File: src/rtl/rxtag_pkg.sv
// Package: shared types and helpers for the receive tag capture block.
// Assumes a single clock domain (the receive clock).
package rxtag_pkg;

    // Capture state: waiting for the start-of-data strobe, or shifting.
    typedef enum logic {
        TS_IDLE  = 1'b0,
        TS_ARMED = 1'b1
    } tag_state_e;

    // The tag is reported only when both configuration enables are set.
    function automatic logic report_allowed(input logic if_sel, input logic tag_on);
        return if_sel & tag_on;
    endfunction

endpackage

File: src/rtl/rxtag_frame_ctl.sv
// Module: rxtag_frame_ctl
// Arms the capture on the start-of-data strobe within a frame. It disarms
// when rx_dv drops, marks the frame-end cycle, and qualifies shift cycles.
// Assumes rx_dv is held high for the whole frame and the strobe is synchronous.
module rxtag_frame_ctl
    import rxtag_pkg::*;
(
    input  logic clk,
    input  logic rst_n,
    input  logic rx_dv,
    input  logic sod_strb,
    input  logic tag_en,
    output logic armed,
    output logic frame_end,
    output logic shift_go
);

    tag_state_e st_q;
    tag_state_e st_d;
    logic       dv_q;

    // Next-state logic: arm on strobe inside a frame, drop back when rx_dv falls.
    always_comb begin
        st_d = st_q;
        case (st_q)
            TS_IDLE:  if (rx_dv && sod_strb) st_d = TS_ARMED;
            TS_ARMED: if (!rx_dv)            st_d = TS_IDLE;
            default:                         st_d = TS_IDLE;
        endcase
    end

    // State and delayed rx_dv registers.
    always_ff @(posedge clk) begin
        if (!rst_n) begin
            st_q <= TS_IDLE;
            dv_q <= 1'b0;
        end else begin
            st_q <= st_d;
            dv_q <= rx_dv;
        end
    end

    assign armed     = (st_q == TS_ARMED);
    assign frame_end = dv_q & ~rx_dv;
    assign shift_go  = armed & rx_dv & tag_en;

endmodule

File: src/rtl/rxtag_shifter.sv
// Module: rxtag_shifter
// TAG_W-bit left shift register, most significant bit first, with a clear.
// Assumes clear and shift are never requested in the same cycle. Clear wins
// if they are.
module rxtag_shifter #(
    parameter int TAG_W = 15
) (
    input  logic             clk,
    input  logic             rst_n,
    input  logic             clear,
    input  logic             shift_go,
    input  logic             bit_in,
    output logic [TAG_W-1:0] q
);

    generate
        if (TAG_W == 1) begin : g_single
            // Single-bit register: the newest bit replaces the old one.
            always_ff @(posedge clk) begin
                if (!rst_n || clear) q <= '0;
                else if (shift_go)   q <= bit_in;
            end
        end else begin : g_multi
            // Shift left, new bit enters at bit 0, oldest bit falls off the top.
            always_ff @(posedge clk) begin
                if (!rst_n || clear) q <= '0;
                else if (shift_go)   q <= {q[TAG_W-2:0], bit_in};
            end
        end
    endgenerate

endmodule

File: src/rtl/rxtag_report.sv
// Module: rxtag_report
// At frame end, loads the gated tag and the late-enable flag into holding
// registers and pulses valid for one cycle.
// Assumes frame_end is a single-cycle strobe.
module rxtag_report
    import rxtag_pkg::*;
#(
    parameter int TAG_W = 15
) (
    input  logic             clk,
    input  logic             rst_n,
    input  logic             frame_end,
    input  logic [TAG_W-1:0] shreg,
    input  logic             cfg_if_sel,
    input  logic             cfg_tag_on,
    input  logic             late_en,
    output logic [TAG_W-1:0] tag_word,
    output logic             tag_valid,
    output logic             tag_err
);

    // Holding registers: updated only at frame end, held otherwise.
    always_ff @(posedge clk) begin
        if (!rst_n) begin
            tag_word <= '0;
            tag_err  <= 1'b0;
        end else if (frame_end) begin
            tag_word <= report_allowed(cfg_if_sel, cfg_tag_on) ? shreg : '0;
            tag_err  <= late_en;
        end
    end

    // Valid pulse: one cycle after each frame-end edge.
    always_ff @(posedge clk) begin
        if (!rst_n) tag_valid <= 1'b0;
        else        tag_valid <= frame_end;
    end

endmodule

File: src/rtl/rxtag_capture.sv
// Module: rxtag_capture (top)
// Receive frame tag capture. A two-wire serial port (data and enable) on the
// receive clock is armed by the start-of-data strobe. The tag is shifted in
// most significant bit first and closed when rx_dv drops, then reported gated
// by two enables.
// Assumes all inputs are synchronous to clk.
module rxtag_capture #(
    parameter int TAG_W = 15
) (
    input  logic             clk,
    input  logic             rst_n,
    input  logic             rx_dv,
    input  logic             sod_strb,
    input  logic             tag_dat,
    input  logic             tag_en,
    input  logic             cfg_if_sel,
    input  logic             cfg_tag_on,
    output logic [TAG_W-1:0] tag_word,
    output logic             tag_valid,
    output logic             tag_err
);

    logic             armed;
    logic             frame_end;
    logic             shift_go;
    logic [TAG_W-1:0] shreg;

    rxtag_frame_ctl u_ctl (
        .clk       (clk),
        .rst_n     (rst_n),
        .rx_dv     (rx_dv),
        .sod_strb  (sod_strb),
        .tag_en    (tag_en),
        .armed     (armed),
        .frame_end (frame_end),
        .shift_go  (shift_go)
    );

    rxtag_shifter #(.TAG_W(TAG_W)) u_shift (
        .clk      (clk),
        .rst_n    (rst_n),
        .clear    (frame_end),
        .shift_go (shift_go),
        .bit_in   (tag_dat),
        .q        (shreg)
    );

    rxtag_report #(.TAG_W(TAG_W)) u_rep (
        .clk        (clk),
        .rst_n      (rst_n),
        .frame_end  (frame_end),
        .shreg      (shreg),
        .cfg_if_sel (cfg_if_sel),
        .cfg_tag_on (cfg_tag_on),
        .late_en    (tag_en),
        .tag_word   (tag_word),
        .tag_valid  (tag_valid),
        .tag_err    (tag_err)
    );

endmodule

File: config.mk
export PLATFORM = sky130hd
export DESIGN_NAME = rxtag_capture
export DESIGN_NICKNAME = d
export VERILOG_FILES = /design/src/rtl/rxtag_pkg.sv /design/src/rtl/rxtag_frame_ctl.sv /design/src/rtl/rxtag_shifter.sv /design/src/rtl/rxtag_report.sv /design/src/rtl/rxtag_capture.sv
export SDC_FILE = /design/constraint.sdc
export NUM_CORES = 1
export LEC_CHECK = 0
export ABC_AREA = 1
export ABC_CLOCK_PERIOD_IN_PS = 1210
export CAP_MARGIN = 20
export CELL_PAD_IN_SITES_DETAIL_PLACEMENT = 0
export CELL_PAD_IN_SITES_GLOBAL_PLACEMENT = 1
export CORE_UTILIZATION = 36
export DETAILED_ROUTE_END_ITERATION = 10
export GPL_TIMING_DRIVEN = 0
export PLACE_DENSITY = 0.88
export SLEW_MARGIN = 20
export SYNTH_ARGS = -nofsm -noshare
export SYNTH_HDL_FRONTEND = slang
export SYNTH_SLANG_ARGS = --single-unit
File: constraint.sdc
create_clock -name clk -period 1.21 [get_ports clk]
set_input_delay 0.242 -clock clk [delete_from_list [all_inputs] [get_ports clk]]
set_output_delay 0.242 -clock clk [all_outputs]
set_load 0.1 [all_outputs]
# Yosys cells after proc, flatten, opt, wreduce, memory -nomap -nowiden
# Cells that the tools add are included.
# totals
latchBits	0
ramBits	0
word_cells	19
memories	0
output_inout_bits	17
rom_bits	0
register_bits	34
in_bits	8
# op_classes
mul	0
reduce_logical	3
bitwise_logic	6
magnitude_cmp	0
n_addsub	0
mux	4
shift	0
div_mod_pow	0
n_eq_ne	0
# ops
cell	count
$mux W15	1
$and A1 B1 Y1	4
$mux W1	2
$not A1 Y1	2
$pmux W1 S2	1
$logic_and A1 B1 Y1	1
$logic_not A1 Y1	1
$logic_or A1 B1 Y1	1

# Logic depth before layout (Yosys ltp)
# depth
ltp_word	3
depth_mapped	6
depth_no_buf	5

# By module
# From an unflattened synthesis, not the netlist that was laid out.
# hier_totals
cells_unflattened	199
hier_area_um2	1503.9
# by_module_without_submodules
mod	cells_per_inst	instances	area_per_inst_um2	seq_area_each_um2
rxtag_report	121	1	810.8	340.3
rxtag_shifter	67	1	619.3	300.3
rxtag_frame_ctl	11	1	73.8	40.0

# Worst setup path before layout
# No wires, ideal clock.
# synth_path
path_kind	flip-flop to flip-flop
startpoint	register u_rep.tag_word[14] (netlist name)
endpoint	register u_rep.tag_word[14]
t_required_ps	1136
arrival_time_ps	1142
slack_ps	-6
n_path_buf	0
setup_ps	74
synth_period_minus_slack_ps	1216
stages_incl_launch_ff	3
cell_sequence	dfxtp_1 -> nand3_1 -> o21ai_0
# synth_rtl
item	line	text
end signal: assignment	rxtag_report.sv:28	tag_word <= report_allowed(cfg_if_sel, cfg_tag_on) ? shreg : '0;
end: declaration	rxtag_report.sv:17	output logic [TAG_W-1:0] tag_word,

# Worst setup path after layout
# layout_path
startpoint	register u_rep.tag_valid
endpoint	output tag_valid
# layout_rtl
item	line	text
start: declaration	rxtag_report.sv:18	output logic tag_valid,
start signal: assignment	rxtag_report.sv:36	else tag_valid <= frame_end;
end: declaration	rxtag_capture.sv:19	output logic tag_valid,
# No word-level cell between the ends.

==> summary.md <==
| Metric | Value |
|---|---|
| Total power | 1880 µW |
| Worst Clk Skew | 0.00911 ns |
| RR Endpoint | u_rep.tag_word[10]$_SDFFE_PN0P_ |
| P_leak | 0.000814 µW |
| Total CTS buffers | 5 |
| Crit path max fanout | 1 |
| Placer Congestion | 0.769 |
| # setup viols final | 0 |
| Register area share after synthesis | 51.7% |
| Diode count | 0 |
| Switching portion of total power | 25.4% |
| Synth top area share | 51.7% |
| Clk slew on worst S/H paths | 0.10 ns |
| Setup crit start | u_rep.tag_valid$_SDFF_PN0_ |
| Met1 wire length | 1350 µm |
| Multi-input logic area | 518 µm² |
| Total track usage | 14.7% |
| Run status | finished clean |
| Post-Route WL | 2600 µm |
| Max VDD drop | 0.000421 V |
| Reg2Reg Launch Point | u_ctl.dv_q$_SDFF_PN0_ |
| Cells taking the most area after synthesis | dfxtp_1, nand3_1, nand2_1 |
| Initial Util | 38.5% |
| Count of cell types in the netlist | 13 |
| Reg2Reg Depth | 4 |
| Initial antenna violation count | 0 |
| Met3 routed WL | 76 µm |
| Slew @ Worst Pin | 0.277 ns |
| Ports | 25 |
| Fmax | 852 MHz |
| Crit path depth | 1 |
| Sequential cell area | 699 µm² |
| Hpwl dp | 1840 µm |
| Power Internal | 1400 µW |
| DRC | 0 |
| Seq pwr share | 61.1% |
| Buf/Inv on CP | 1 |
| Critical path's top delay family | flip-flops |
| Via count | 1116 |
| Critical Path Max Stage Delay | 0.32 ns |
| Slowest cell on crit path | dfxtp_1 |
| Crit-path cells | buf_4 |
| Layout cell share with drive strength beyond 1 | 26.2% |
| Core area | 3420 µm² |
| Area leader, netlist | dfxtp_1 |
| Syn_area_per_cell | 7.39 µm² |
| Die W | 62.5 µm |
| # fillers | 343 |
| RSZ-0062 raised after global routing | yes |
| Core Util, Final | 50.5% |
| Die height | 62.5 µm |
| First-pass GRT wire length | 4440 µm |
| Nets | 218 |
| Minimum clock period | 1.17 ns |
| Largest net degree at the start of global routing | 11 |
| CP required | 0.97 ns |
| Worst setup EP type | output pin |
| Vias in the first global route | 981 |
| Cells after synthesis | 178 |
| Hold crit path type | in -> reg |
| Clock power share | 30.7% |
| Max-slew headroom | 81.7% |
| Drt via density | 4.36 |
| 1st-iter DRT viols | 78 |
| Pwr Density | 1090 nW/µm² |
| Yosys warnings | 0 |
| R2R Setup Slk | 0.12 ns |
| Setup CP Type | reg -> out |
| Fin crit share | 97.0% |
| Max Cap Violations | 0 |
| Area growth syn-to-layout | 31.0% |
| Max Root-Sink Buffers | 2 |
| WP data arrival | 0.93 ns |
| Most frequent cells in the layout | nand2_1, nor2_1, nand3_1 |
| #FFs+latches synth | 34 |
| CTS tree | yes |
| Die ar. | 3900 µm² |
| Fin. max-slew vios | 0 |
| Critical path startpoint category | flop |
| Final ANT Viol Nets | 0 |
| Worst skew pair latency | 0.34 ns |
| Rows | 21 |
| Combinational share of power | 8.3% |
| Switching power | 478 µW |
| Post-synthesis instance area | 1320 µm² |
| DR top layer | met4 |
| Final hold violation count | 0 |
| Met2 routed WL | 1120 µm |
| Sink Count | 34 |
| H-tree depth | 2 |
| Port bufs | 23 |
| Commonest non-fill, non-tap cell in the layout | nand2_1 |
| First-pass iteration count of the detailed router | 5 |
| Critical path destination | tag_valid |
| Root Buffer | clkbuf_4 |
| Hold buffer count at CTS | 0 |
| Syn_nets | 186 |
| Total grt overflow | 0 |
| Wire per inst | 10.2 µm |
==> per-stage QoR <==
step                hold slack, ns  cell area, µm²  setup WS, ns  std cells  TNS [ns]
floorplan                    0.352            1340        0.0434        178         0
global placement             0.429            1620        -0.469        247    -15.14
detailed placement           0.437            1620        -0.467        247    -14.79
CTS                          0.211            1630      0.000136        254         0
global route                 0.230            1720       -0.0292        256    -0.157
finish                       0.224            1720        0.0364        256         0
==> sequential cells by signal (all words and copies together), names as in the netlist <==
signal,flops
u_rep.tag_word,15
u_shift.q,15
u_ctl.armed,1
u_ctl.dv_q,1
u_rep.tag_err,1
u_rep.tag_valid,1
==> kinds of logic (layout without fill, tap and decap cells) <==
| family | after synthesis | count (layout) | synth area share (%) |
|---|---|---|---|
| AND/OR/NAND/NOR | 99 | 99 | 31.7 |
| AO/OA/AOI/OAI | 16 | 16 | 6.94 |
| buffers and inverters | 29 | 61 | 9.70 |
| flip-flops | 34 | 34 | 51.7 |
==> layer usage <==
metal / up-vias / global-route usage [%]
met1: 467 / 19.8
li1: 623 / -
met5: - / 0
met2: 22 / 20.5
met3: 4 / 3.83
met4: 0 / 9.59
==> power by group through the flow <==
stage | registers [µW] | clock network (µW) | logic (µW)
global placement | 1170 | 0 | 145
finish | 1150 | 577 | 156
detailed placement | 1170 | 0 | 144
floorplan | 1190 | 0 | 77.7
global route | 1150 | 654 | 171
CTS | 1150 | 592 | 144
==> worst min path at each step <==
stage	slack (ns)	depth (start not counted)	start	end
2_1_floorplan	0.35	2	tag_en	u_rep.tag_err$_SDFFE_PN0P_
3_3_place_gp	0.43	2	u_rep.tag_err$_SDFFE_PN0P_	u_rep.tag_err$_SDFFE_PN0P_
3_5_place_dp	0.44	2	u_rep.tag_err$_SDFFE_PN0P_	u_rep.tag_err$_SDFFE_PN0P_
4_1_cts	0.21	3	rst_n	u_rep.tag_word[8]$_SDFFE_PN0P_
5_1_grt	0.23	3	rst_n	u_rep.tag_word[6]$_SDFFE_PN0P_
6_report	0.22	3	rst_n	u_rep.tag_word[8]$_SDFFE_PN0P_
==> final cells by class <==
type                    instances  area share, %
plain buffers                   9           3.27
inverters                      19           4.14
clock buffers                   5           2.18
flip-flops and latches         34           40.6
repair buffers                 26           15.9
multi-input cells             115           30.0
well taps                      46           3.34
clock inverters                 2          0.581
==> cell usage after synthesis <==
cell,count
a21oi_4,1
clkbuf_1,2
nand2_1,35
inv_1,18
dfxtp_1,34
nor2_1,32
inv_2,1
buf_6,1
nand3_2,1
buf_4,1
o21ai_0,15
buf_2,6
nand3_1,31
==> what timing repair did <==
action                                  in CTS  in global routing
gates resized for setup                    103                 21
endpoints found under the setup margin      17                 27
cloned                                       0                  0
buffers inserted                             0                  3
(Power assumes the default switching activity.)
